==> src/rtl/mc_pkg.sv <==
package mc_pkg;

  typedef enum logic [1:0] {
    NX_STEP     = 2'd0,
    NX_DISPATCH = 2'd1,
    NX_FETCH    = 2'd2
  } nx_e;

  typedef enum logic [1:0] {
    SRC_B_R1    = 2'd0,
    SRC_B_SEXT  = 2'd1,
    SRC_B_TRUNC = 2'd2
  } srcb_e;

  typedef enum logic [2:0] {
    OP_ADD = 3'd0,
    OP_SUB = 3'd1,
    OP_AND = 3'd2,
    OP_OR  = 3'd3,
    OP_SLL = 3'd4,
    OP_SRL = 3'd5
  } aluop_e;

  typedef struct packed {
    nx_e    nx;
    logic   reg_wr;
    logic   reg_src_mdr;
    logic   reg_fmt;
    logic   pc_inc;
    logic   pc_wr;
    logic   pc_wr_if_eq;
    logic   pc_src_br;
    logic   iod;
    logic   mem_wr;
    logic   ir_wr;
    logic   mdr_wr;
    logic   alu_a_r0;
    srcb_e  alu_b;
    logic   op_fixed;
    aluop_e alu_op;
  } uword_t;

  localparam logic [7:0] UA_FETCH  = 8'h00;
  localparam logic [7:0] UA_DECODE = 8'h01;
  localparam logic [7:0] UA_IDLE   = 8'h08;
  localparam logic [7:0] UA_RR     = 8'h10;
  localparam logic [7:0] UA_SHL    = 8'h20;
  localparam logic [7:0] UA_SHR    = 8'h28;
  localparam logic [7:0] UA_LOAD   = 8'h40;
  localparam logic [7:0] UA_STORE  = 8'h50;
  localparam logic [7:0] UA_ADDI   = 8'h60;
  localparam logic [7:0] UA_BEQ    = 8'h70;
  localparam logic [7:0] UA_JUMP   = 8'h78;

  function automatic logic [7:0] dispatch_target(input logic [7:0] op);
    case (op)
      8'd0:    return UA_RR;
      8'd1:    return UA_SHL;
      8'd2:    return UA_SHR;
      8'd3:    return UA_LOAD;
      8'd4:    return UA_STORE;
      8'd5:    return UA_ADDI;
      8'd6:    return UA_BEQ;
      8'd7:    return UA_JUMP;
      default: return UA_IDLE;
    endcase
  endfunction

  function automatic uword_t ucode_word(input logic [7:0] addr);
    uword_t w;
    w = '0;
    w.nx = NX_FETCH;
    case (addr)
      UA_FETCH: begin
        w.nx = NX_STEP; w.ir_wr = 1'b1; w.pc_inc = 1'b1;
      end
      UA_DECODE: begin
        w.nx = NX_DISPATCH; w.alu_b = SRC_B_SEXT;
        w.op_fixed = 1'b1; w.alu_op = OP_ADD;
      end
      UA_RR: begin
        w.nx = NX_STEP; w.alu_a_r0 = 1'b1; w.alu_b = SRC_B_R1;
      end
      UA_RR + 8'd1: begin
        w.reg_wr = 1'b1;
      end
      UA_SHL, UA_SHR: begin
        w.nx = NX_STEP; w.alu_a_r0 = 1'b1; w.op_fixed = 1'b1;
        w.alu_op = (addr == UA_SHL) ? OP_SLL : OP_SRL;
      end
      UA_SHL + 8'd1, UA_SHR + 8'd1, UA_ADDI + 8'd1: begin
        w.reg_wr = 1'b1; w.reg_fmt = 1'b1;
      end
      UA_LOAD, UA_STORE, UA_ADDI: begin
        w.nx = NX_STEP; w.alu_a_r0 = 1'b1; w.alu_b = SRC_B_SEXT;
        w.op_fixed = 1'b1; w.alu_op = OP_ADD;
      end
      UA_LOAD + 8'd1: begin
        w.nx = NX_STEP; w.iod = 1'b1; w.mdr_wr = 1'b1;
      end
      UA_LOAD + 8'd2: begin
        w.reg_wr = 1'b1; w.reg_src_mdr = 1'b1; w.reg_fmt = 1'b1;
      end
      UA_STORE + 8'd1: begin
        w.iod = 1'b1; w.mem_wr = 1'b1;
      end
      UA_BEQ: begin
        w.alu_a_r0 = 1'b1; w.alu_b = SRC_B_R1; w.op_fixed = 1'b1;
        w.alu_op = OP_SUB; w.pc_wr_if_eq = 1'b1; w.pc_src_br = 1'b1;
      end
      UA_JUMP: begin
        w.pc_wr = 1'b1;
      end
      default: ;
    endcase
    return w;
  endfunction

  function automatic logic [3:0] alu_fn_sel(input logic fixed, input aluop_e op,
                                            input logic [3:0] func);
    return fixed ? {1'b0, op} : func;
  endfunction

endpackage

==> src/rtl/mc_dispatch.sv <==
module mc_dispatch #(
  parameter int OP_W = 4,
  parameter int UA_W = 8
) (
  input  logic [OP_W-1:0] opcode,
  output logic [UA_W-1:0] target
);
  localparam int N_OPS = 1 << OP_W;

  logic [UA_W-1:0] table_q [N_OPS];

  for (genvar i = 0; i < N_OPS; i++) begin : g_tab
    assign table_q[i] = UA_W'(mc_pkg::dispatch_target(8'(i)));
  end

  assign target = table_q[opcode];
endmodule

==> src/rtl/mc_ucode_rom.sv <==
module mc_ucode_rom #(
  parameter int UA_W = 8
) (
  input  logic [UA_W-1:0] addr,
  output mc_pkg::uword_t  word
);
  assign word = mc_pkg::ucode_word(8'(addr));
endmodule

==> src/rtl/mc_next_sel.sv <==
module mc_next_sel #(
  parameter int UA_W = 8
) (
  input  mc_pkg::nx_e     nx,
  input  logic [UA_W-1:0] upc,
  input  logic [UA_W-1:0] disp_addr,
  output logic [UA_W-1:0] upc_next
);
  always_comb begin
    case (nx)
      mc_pkg::NX_STEP:     upc_next = upc + UA_W'(1);
      mc_pkg::NX_DISPATCH: upc_next = disp_addr;
      default:             upc_next = '0;
    endcase
  end
endmodule

==> src/rtl/mc_sequencer.sv <==
module mc_sequencer #(
  parameter int IR_W = 16,
  parameter int OP_W = 4,
  parameter int UA_W = 8
) (
  input  logic            clk,
  input  logic            rst,
  input  logic [IR_W-1:0] ir,
  input  logic            eq,
  output logic            reg_wr,
  output logic            reg_src_mdr,
  output logic            reg_fmt,
  output logic            pc_inc,
  output logic            pc_wr,
  output logic            pc_src_br,
  output logic            iod,
  output logic            mem_wr,
  output logic            ir_wr,
  output logic            mdr_wr,
  output logic            alu_a_r0,
  output logic [1:0]      alu_b_sel,
  output logic [3:0]      alu_fn,
  output logic [UA_W-1:0] upc
);
  import mc_pkg::*;

  localparam int OP_LSB = IR_W - OP_W;

  logic [UA_W-1:0] upc_q, upc_next, disp_addr;
  uword_t          uw;
  logic            returning;

  mc_dispatch #(.OP_W(OP_W), .UA_W(UA_W)) u_disp (
    .opcode (ir[IR_W-1:OP_LSB]),
    .target (disp_addr)
  );

  mc_ucode_rom #(.UA_W(UA_W)) u_rom (
    .addr (upc_q),
    .word (uw)
  );

  mc_next_sel #(.UA_W(UA_W)) u_next (
    .nx        (uw.nx),
    .upc       (upc_q),
    .disp_addr (disp_addr),
    .upc_next  (upc_next)
  );

  always_ff @(posedge clk) begin
    if (rst) upc_q <= '0;
    else     upc_q <= upc_next;
  end

  assign returning   = (uw.nx == NX_FETCH);
  assign upc         = upc_q;
  assign reg_wr      = uw.reg_wr;
  assign reg_src_mdr = uw.reg_src_mdr;
  assign reg_fmt     = uw.reg_fmt;
  assign pc_inc      = uw.pc_inc;
  assign pc_wr       = uw.pc_wr | (uw.pc_wr_if_eq & eq);
  assign pc_src_br   = uw.pc_src_br;
  assign iod         = uw.iod;
  assign mem_wr      = uw.mem_wr;
  assign ir_wr       = uw.ir_wr;
  assign mdr_wr      = uw.mdr_wr;
  assign alu_a_r0    = uw.alu_a_r0;
  assign alu_b_sel   = uw.alu_b;
  assign alu_fn      = alu_fn_sel(uw.op_fixed, uw.alu_op, ir[3:0]);

  assert_reset_clears_R1: assert property (@(posedge clk)
    rst |=> (upc_q == '0));

  assert_fetch_to_decode_R2: assert property (@(posedge clk) disable iff (rst)
    (upc_q == UA_W'(UA_FETCH)) |=> (upc_q == UA_W'(UA_DECODE)));

  assert_irwr_in_fetch_R2: assert property (@(posedge clk) disable iff (rst)
    ir_wr |-> (upc_q == UA_W'(UA_FETCH)));

  assert_decode_leaves_R3: assert property (@(posedge clk) disable iff (rst)
    (upc_q == UA_W'(UA_DECODE)) |=> (upc_q != UA_W'(UA_DECODE) && upc_q != '0));

  assert_memwr_needs_iod_R8: assert property (@(posedge clk) disable iff (rst)
    mem_wr |-> iod);

  assert_mdrwr_needs_iod_R7: assert property (@(posedge clk) disable iff (rst)
    mdr_wr |-> iod);

  assert_return_to_fetch_R12: assert property (@(posedge clk) disable iff (rst)
    returning |=> (upc_q == '0));

endmodule

==> config.mk <==
export PLATFORM = sky130hd
export DESIGN_NAME = mc_sequencer
export DESIGN_NICKNAME = d
export VERILOG_FILES = /design/src/rtl/mc_pkg.sv /design/src/rtl/mc_dispatch.sv /design/src/rtl/mc_ucode_rom.sv /design/src/rtl/mc_next_sel.sv /design/src/rtl/mc_sequencer.sv
export SDC_FILE = /design/constraint.sdc
export NUM_CORES = 1
export LEC_CHECK = 0
export ABC_AREA = 1
export BUFFER_PORTS_ARGS = -buffer_cell sky130_fd_sc_hd__buf_2
export CAP_MARGIN = 20
export CORE_UTILIZATION = 40
export CTS_CLUSTER_SIZE = 40
export DETAILED_ROUTE_END_ITERATION = 12
export PLACE_DENSITY = 0.72
export SLEW_MARGIN = 30
export SYNTH_ARGS = -nofsm -noshare
export SYNTH_HDL_FRONTEND = slang
export SYNTH_SLANG_ARGS = --single-unit
==> constraint.sdc <==
create_clock -name clk -period 1.5 [get_ports clk]
set_input_delay 0.075 -clock clk [delete_from_list [all_inputs] [get_ports clk]]
set_output_delay 0.075 -clock clk [all_outputs]
set_load 0.1 [all_outputs]
* Yosys cells after proc, flatten, opt, wreduce, memory -nomap -nowiden
Memories as Yosys holds them, arrays and structs flattened.
Index checks and enable logic that the tools add are counted.
** Storage, ports and cells
- Flip-flop bits (word level) :: 8
- Memory bits (read-only) :: 128
- Bits of input ports :: 19
- Output and inout bits :: 25
- Memories kept :: 1
** Operators by class
- Add/subtract/negate cells :: 1
- Order comparisons :: 1
- Equal/unequal tests :: 17
- Muxes and demuxes :: 18
- Bitwise gates (word level) :: 3
- Reduce and logical (&&, ||, !) cells :: 9
** Memories
- (name not given) :: depth 16, width 8, read ports 1, clocked after memory_dff 0, wr ports 0, RTL line mc_dispatch.sv:16 : assign target = table_q[opcode];
** Operators by type and width (count)
- $eq A8 B7 Y1 const B :: 9
- $eq A8 B6 Y1 const B :: 4
- $eq A8 B5 Y1 const B :: 2
- $mux W8 :: 2
- $pmux W8 S2 :: 1
- $pmux W4 S3 :: 1
- $mux W1 :: 11
- $add A8 B1 Y8 const B :: 1
- $eq A8 B1 Y1 const B :: 1
- $logic_not A8 Y1 :: 1
- $reduce_or A4 Y1 :: 2
- $reduce_or A8 Y1 :: 1
- $reduce_or A7 Y1 :: 1
- $ge A5 B5 Y1 const B :: 1
- $not A4 Y5 :: 1
- $reduce_or A5 Y1 :: 1
- $mux W4 :: 1
- $pmux W2 S2 :: 1
- $reduce_or A2 Y1 :: 2
- $eq A2 B1 Y1 const B :: 1
- $logic_not A2 Y1 :: 1
- $mux W2 :: 1
- $and A1 B1 Y1 :: 1
- $or A1 B1 Y1 :: 1

* Depth between registers and ports, before layout
- Depth after elaboration :: 5
- Mapped depth :: 10
- Depth with buffers taken out :: 10

* By module
Synthesis repeated with hierarchy kept, for this count alone.
** Unflattened totals
- Cell total of the unflattened synthesis :: 188
- Area total of the unflattened synthesis :: 1053.5 sq um
** Modules (own cells, without submodules)
- mc_ucode_rom :: times used 1, cells each 69, area an instance 375.4 sq um, sequential area each 0.0 sq um
- mc_sequencer :: times used 1, cells each 40, area an instance 287.8 sq um, sequential area each 160.2 sq um
- mc_next_sel :: times used 1, cells each 54, area an instance 254.0 sq um, sequential area each 0.0 sq um
- mc_dispatch :: times used 1, cells each 25, area an instance 136.4 sq um, sequential area each 0.0 sq um

* Worst setup path before layout
No wires, ideal clock.
- Kind :: reg2out
- Start :: register upc_q[4], in the netlist upc[4]
- End :: output port pc_wr
- Data arrival time :: 4.162 ns
- Required time :: 1.425 ns
- Setup slack :: -2.737 ns
- Cell stages (with the launch flop) :: 3
- Path buffers :: 0
- Cells stage by stage :: dfxtp_1 > nand2_1 > nor4_1
** On the way
- Cells in the longest elaborated chain, start to end :: 4
** RTL lines
- start, declared :: RTL line mc_sequencer.sv:29 : logic [UA_W-1:0] upc_q, upc_next, disp_addr;
- start signal, assigned :: RTL line mc_sequencer.sv:52 : else upc_q <= upc_next;
- $eq A8 B7 Y1 :: RTL line mc_pkg.sv:73 : case (addr)
- $mux W2 :: RTL line mc_pkg.sv:73
- $and A1 B1 Y1 :: RTL line mc_sequencer.sv:61 : assign pc_wr = uw.pc_wr | (uw.pc_wr_if_eq & eq);
- $or A1 B1 Y1 * :: RTL line mc_sequencer.sv:61
- end, declared :: RTL line mc_sequencer.sv:14 : output logic pc_wr,
Mark *: on every way between the ends. The rest lies on a longest branch, timed or not.

* Worst setup path in the final report
- Start :: register upc_q[1], in the netlist upc[1]
- End :: output port alu_a_r0
** On the way
- Cells in the longest elaborated chain, start to end :: 3
** RTL lines
- $eq A8 B5 Y1 (tied with other cells) :: RTL line mc_pkg.sv:73
- $reduce_or A7 Y1 (no source line) *
- $mux W1 * :: RTL line mc_pkg.sv:73
- end, declared :: RTL line mc_sequencer.sv:20 : output logic alu_a_r0,
Marks and branches as above.

==> summary.md <==
| Metric | Value |
|---|---|
| Status | `finished, violations left` |
| Failing checks | `negative setup slack` |
| Sequential power share | `22.8%` |
| Crit path buffers/inverters | `2` |
| Sw Ratio | `48.48%` |
| Final WS setup | `-0.3741 ns` |
| Post-synth EDFFs | `0` |
| Crit path kind | `reg2out` |
| Setup crit end kind | `primary output` |
| Syn Area/Cell | `6.145 sq um` |
| Critical Path, Cell by Cell | `inv_4 -> ha_4 -> nand2_4 -> nor2_4 -> nand2_2 -> nand2_4 -> nor2_4 -> nand4_1 -> buf_12` |
| Top FF cell, synth | `dfxtp_1` |
| DP HPWL | `1994 microns` |
| Vias | `1177` |
| Crit path max-delay family | `simple AND/OR/NAND/NOR gates` |
| Post-Place Cell Area | `1525 sq um` |
| Initial antenna violation count | `0` |
| Ys async rst share | `0%` |
| Row count | `16` |
| Clock Power Share | `16.4%` |
| DRC violations left | `0` |
| Slew Viols, Final | `0` |
| Max-Cap Viols | `0` |
| First-iteration detailed-routing DRC count | `60` |
| Pint | `497.9 uW` |
| Final Setup Violations | `22` |
| Reg-to-reg setup timing slack | `-0.11 ns` |
| Gpl congestion | `0.8671` |
| Placed cell count | `207` |
| Leak | `0.0008638 uW` |
| H-tree Lvls | `1` |
| CTS tree | `built` |
| Final instance count without filler cells | `221` |
| Critical-path top delay cell | `dfxtp_4` |
| Share of layout cells above drive strength 1 | `69.59%` |
| Synthesized instance count | `135` |
| WL/cell | `17.95 microns` |
| Critical Path AT | `1.80 ns` |
| Via density | `5.326` |
| Cell Area, Synth | `829.5 sq um` |
| Synth cell types | `23` |
| Hold crit path type | `in2reg` |
| CP required | `1.42 ns` |
| DRT met1 WL | `1550 microns` |
| Area Growth Syn to Fin | `117.9%` |
| Post-route ant nets | `0` |
| Max reg flops | `8` |
| Tcrit/Tclk final | `124.9%` |
| Worst-skew pair later-pin latency | `0.24 ns` |
| Seq/Total Area, Yosys | `19.31%` |
| GRT overflow | `0` |
| Ys Warns | `0` |
| Clock Tree Root | `clkbuf_4` |
| Starting Density | `42.28%` |
| N_diodes | `0` |
| Max Clock Freq | `533.6 MHz` |
| Clock-pin slew on the worst setup and hold paths | `0.06 ns` |
| Largest net degree at the start of global routing | `8` |
| Layout Skew | `0.005904 ns` |
| Switching Power | `468.5 uW` |
| CTS buffer count | `3` |
| Most frequent cells in the layout | `buf_2 (18), buf_4 (18), buf_12 (16), nand2_1 (14), nor2_4 (13)` |
| DIE AREA | `2260 sq um` |
| Met2 WL | `1955 microns` |
| Fin area | `1808 sq um` |
| Vias in the first global route | `1054` |
| CTS sink cnt | `8` |
| Io pins | `44` |
| Chip height | `47.54 microns` |
| Met3 routed WL | `292 microns` |
| Startpoint types | `register` |
| Count of final hold-check violations | `0` |
| Drt pass-1 iters | `4` |
| #FFs+latches synth | `8` |
| Core ar. | `1962 sq um` |
| Min cycle time layout | `1.874 ns` |
| Drt total wl | `3968 microns` |
| Top sig layer | `met4` |
| Layout Nets | `222` |
| Port bufs | `34` |
| Die width | `47.54 microns` |
| First-pass GRT wire length | `4754 microns` |
| Combinational cell fraction of total power | `60.8%` |
| Pwr Density | `534.5 nW/um^2` |
| Max Root-Sink Buffers | `2` |
| Gr usage total | `30.75%` |
| RSZ-0062 raised after global routing | `yes` |
| CP peak stage delay | `0.35 ns` |
| Crit-path max FO | `7` |
| Worst vdd ir | `0.6161 mV` |
-- final cells by class --
type / count / area [sq um]
Tap cell: 27 / 33.78
Clock buffer: 3 / 22.52
Fill cell: 81 / 153.9
Timing Repair Buffer: 57 / 601.8
Multi-Input combinational cell: 102 / 850.8
Inverter: 24 / 108.9
Sequential cell: 8 / 190.2
-- synthesized netlist by cell type (2+ instances only) --
cell type / number / area share [%]
nand2_1: 27 / 12
inv_1: 21 / 9.5
nor2_1: 19 / 8.6
nand3_1: 17 / 10
dfxtp_1: 8 / 19
ha_1: 7 / 11
nand2_2: 7 / 5.3
nor2_2: 6 / 4.5
inv_2: 3 / 1.4
o21ai_0: 3 / 1.8
a21oi_1: 2 / 1.2
buf_4: 2 / 1.8
nor4_1: 2 / 1.5
xor2_1: 2 / 2.1
-- timing repair --
action | in CTS | in global routing
setup buffers | 7 | 5
endpoints found under the setup margin | 14 | 22
resized for setup | 24 | 23
hold buffers | 0 | 0
hold endpoints to repair | 0 | 0
pin swaps | 3 | 7
-- cell families after synthesis --
logic type,synth area share [%]
other,0.4521
flip-flops,19.31
AND/OR/NAND/NOR,47.81
buffers and inverters,12.67
XOR/XNOR,3.168
adder cells (fa/ha/maj),10.56
AO/OA/AOI/OAI,6.033
-- path summary, 6_finish.rpt --
check	startpoint	end	depth (start not counted)
hold / removal	rst	upc[3]	2
hold reg to reg	upc[2]	upc[2]	2
setup reg to reg	upc[1]	upc[1]	11
setup / recovery	upc[1]	alu_a_r0	9
-- layer usage --
metal  up-vias  track usage [%]
met2        80            51.78
li1        539                -
met3        22            4.528
met1       536            36.05
met4         0            20.56
met5         -                0
-- power by group through the flow --
stage | Sequential [uW] | Clock [uW] | Combinational, uW
floorplan | 277 | 0 | 295
global placement | 224 | 0 | 468
detailed placement | 225 | 0 | 477
CTS | 220 | 172 | 515
global route | 221 | 183 | 606
finish | 220 | 159 | 588
-- metrics by stage --
stage | util, % | setup slack [ns] | TNS, ns | hold slack, ns | power [uW]
floorplan | - | -0.6501 | -4.267 | 0.1344 | 572.2
global placement | 77.74 | 0.007995 | 0 | 0.2647 | 692.3
detailed placement | 77.74 | -0.03687 | -0.08143 | 0.2740 | 702.1
CTS | 85.91 | -0.2718 | -2.207 | 0.001262 | 906.1
global route | 92.16 | -0.4673 | -5.133 | 0.02702 | 1010
finish | 92.16 | -0.3741 | -4.040 | 0.02590 | 966.4
-- worst register-to-register path: cells and delay by family (launching register included) --
family                     cells  cell delay (ns)
buffers and inverters          2             0.19
DFF                            1             0.35
and+or+nand+nor                8             0.87
adders and majority gates      1             0.15
Note: power is estimated with default switching activity, not from simulation.
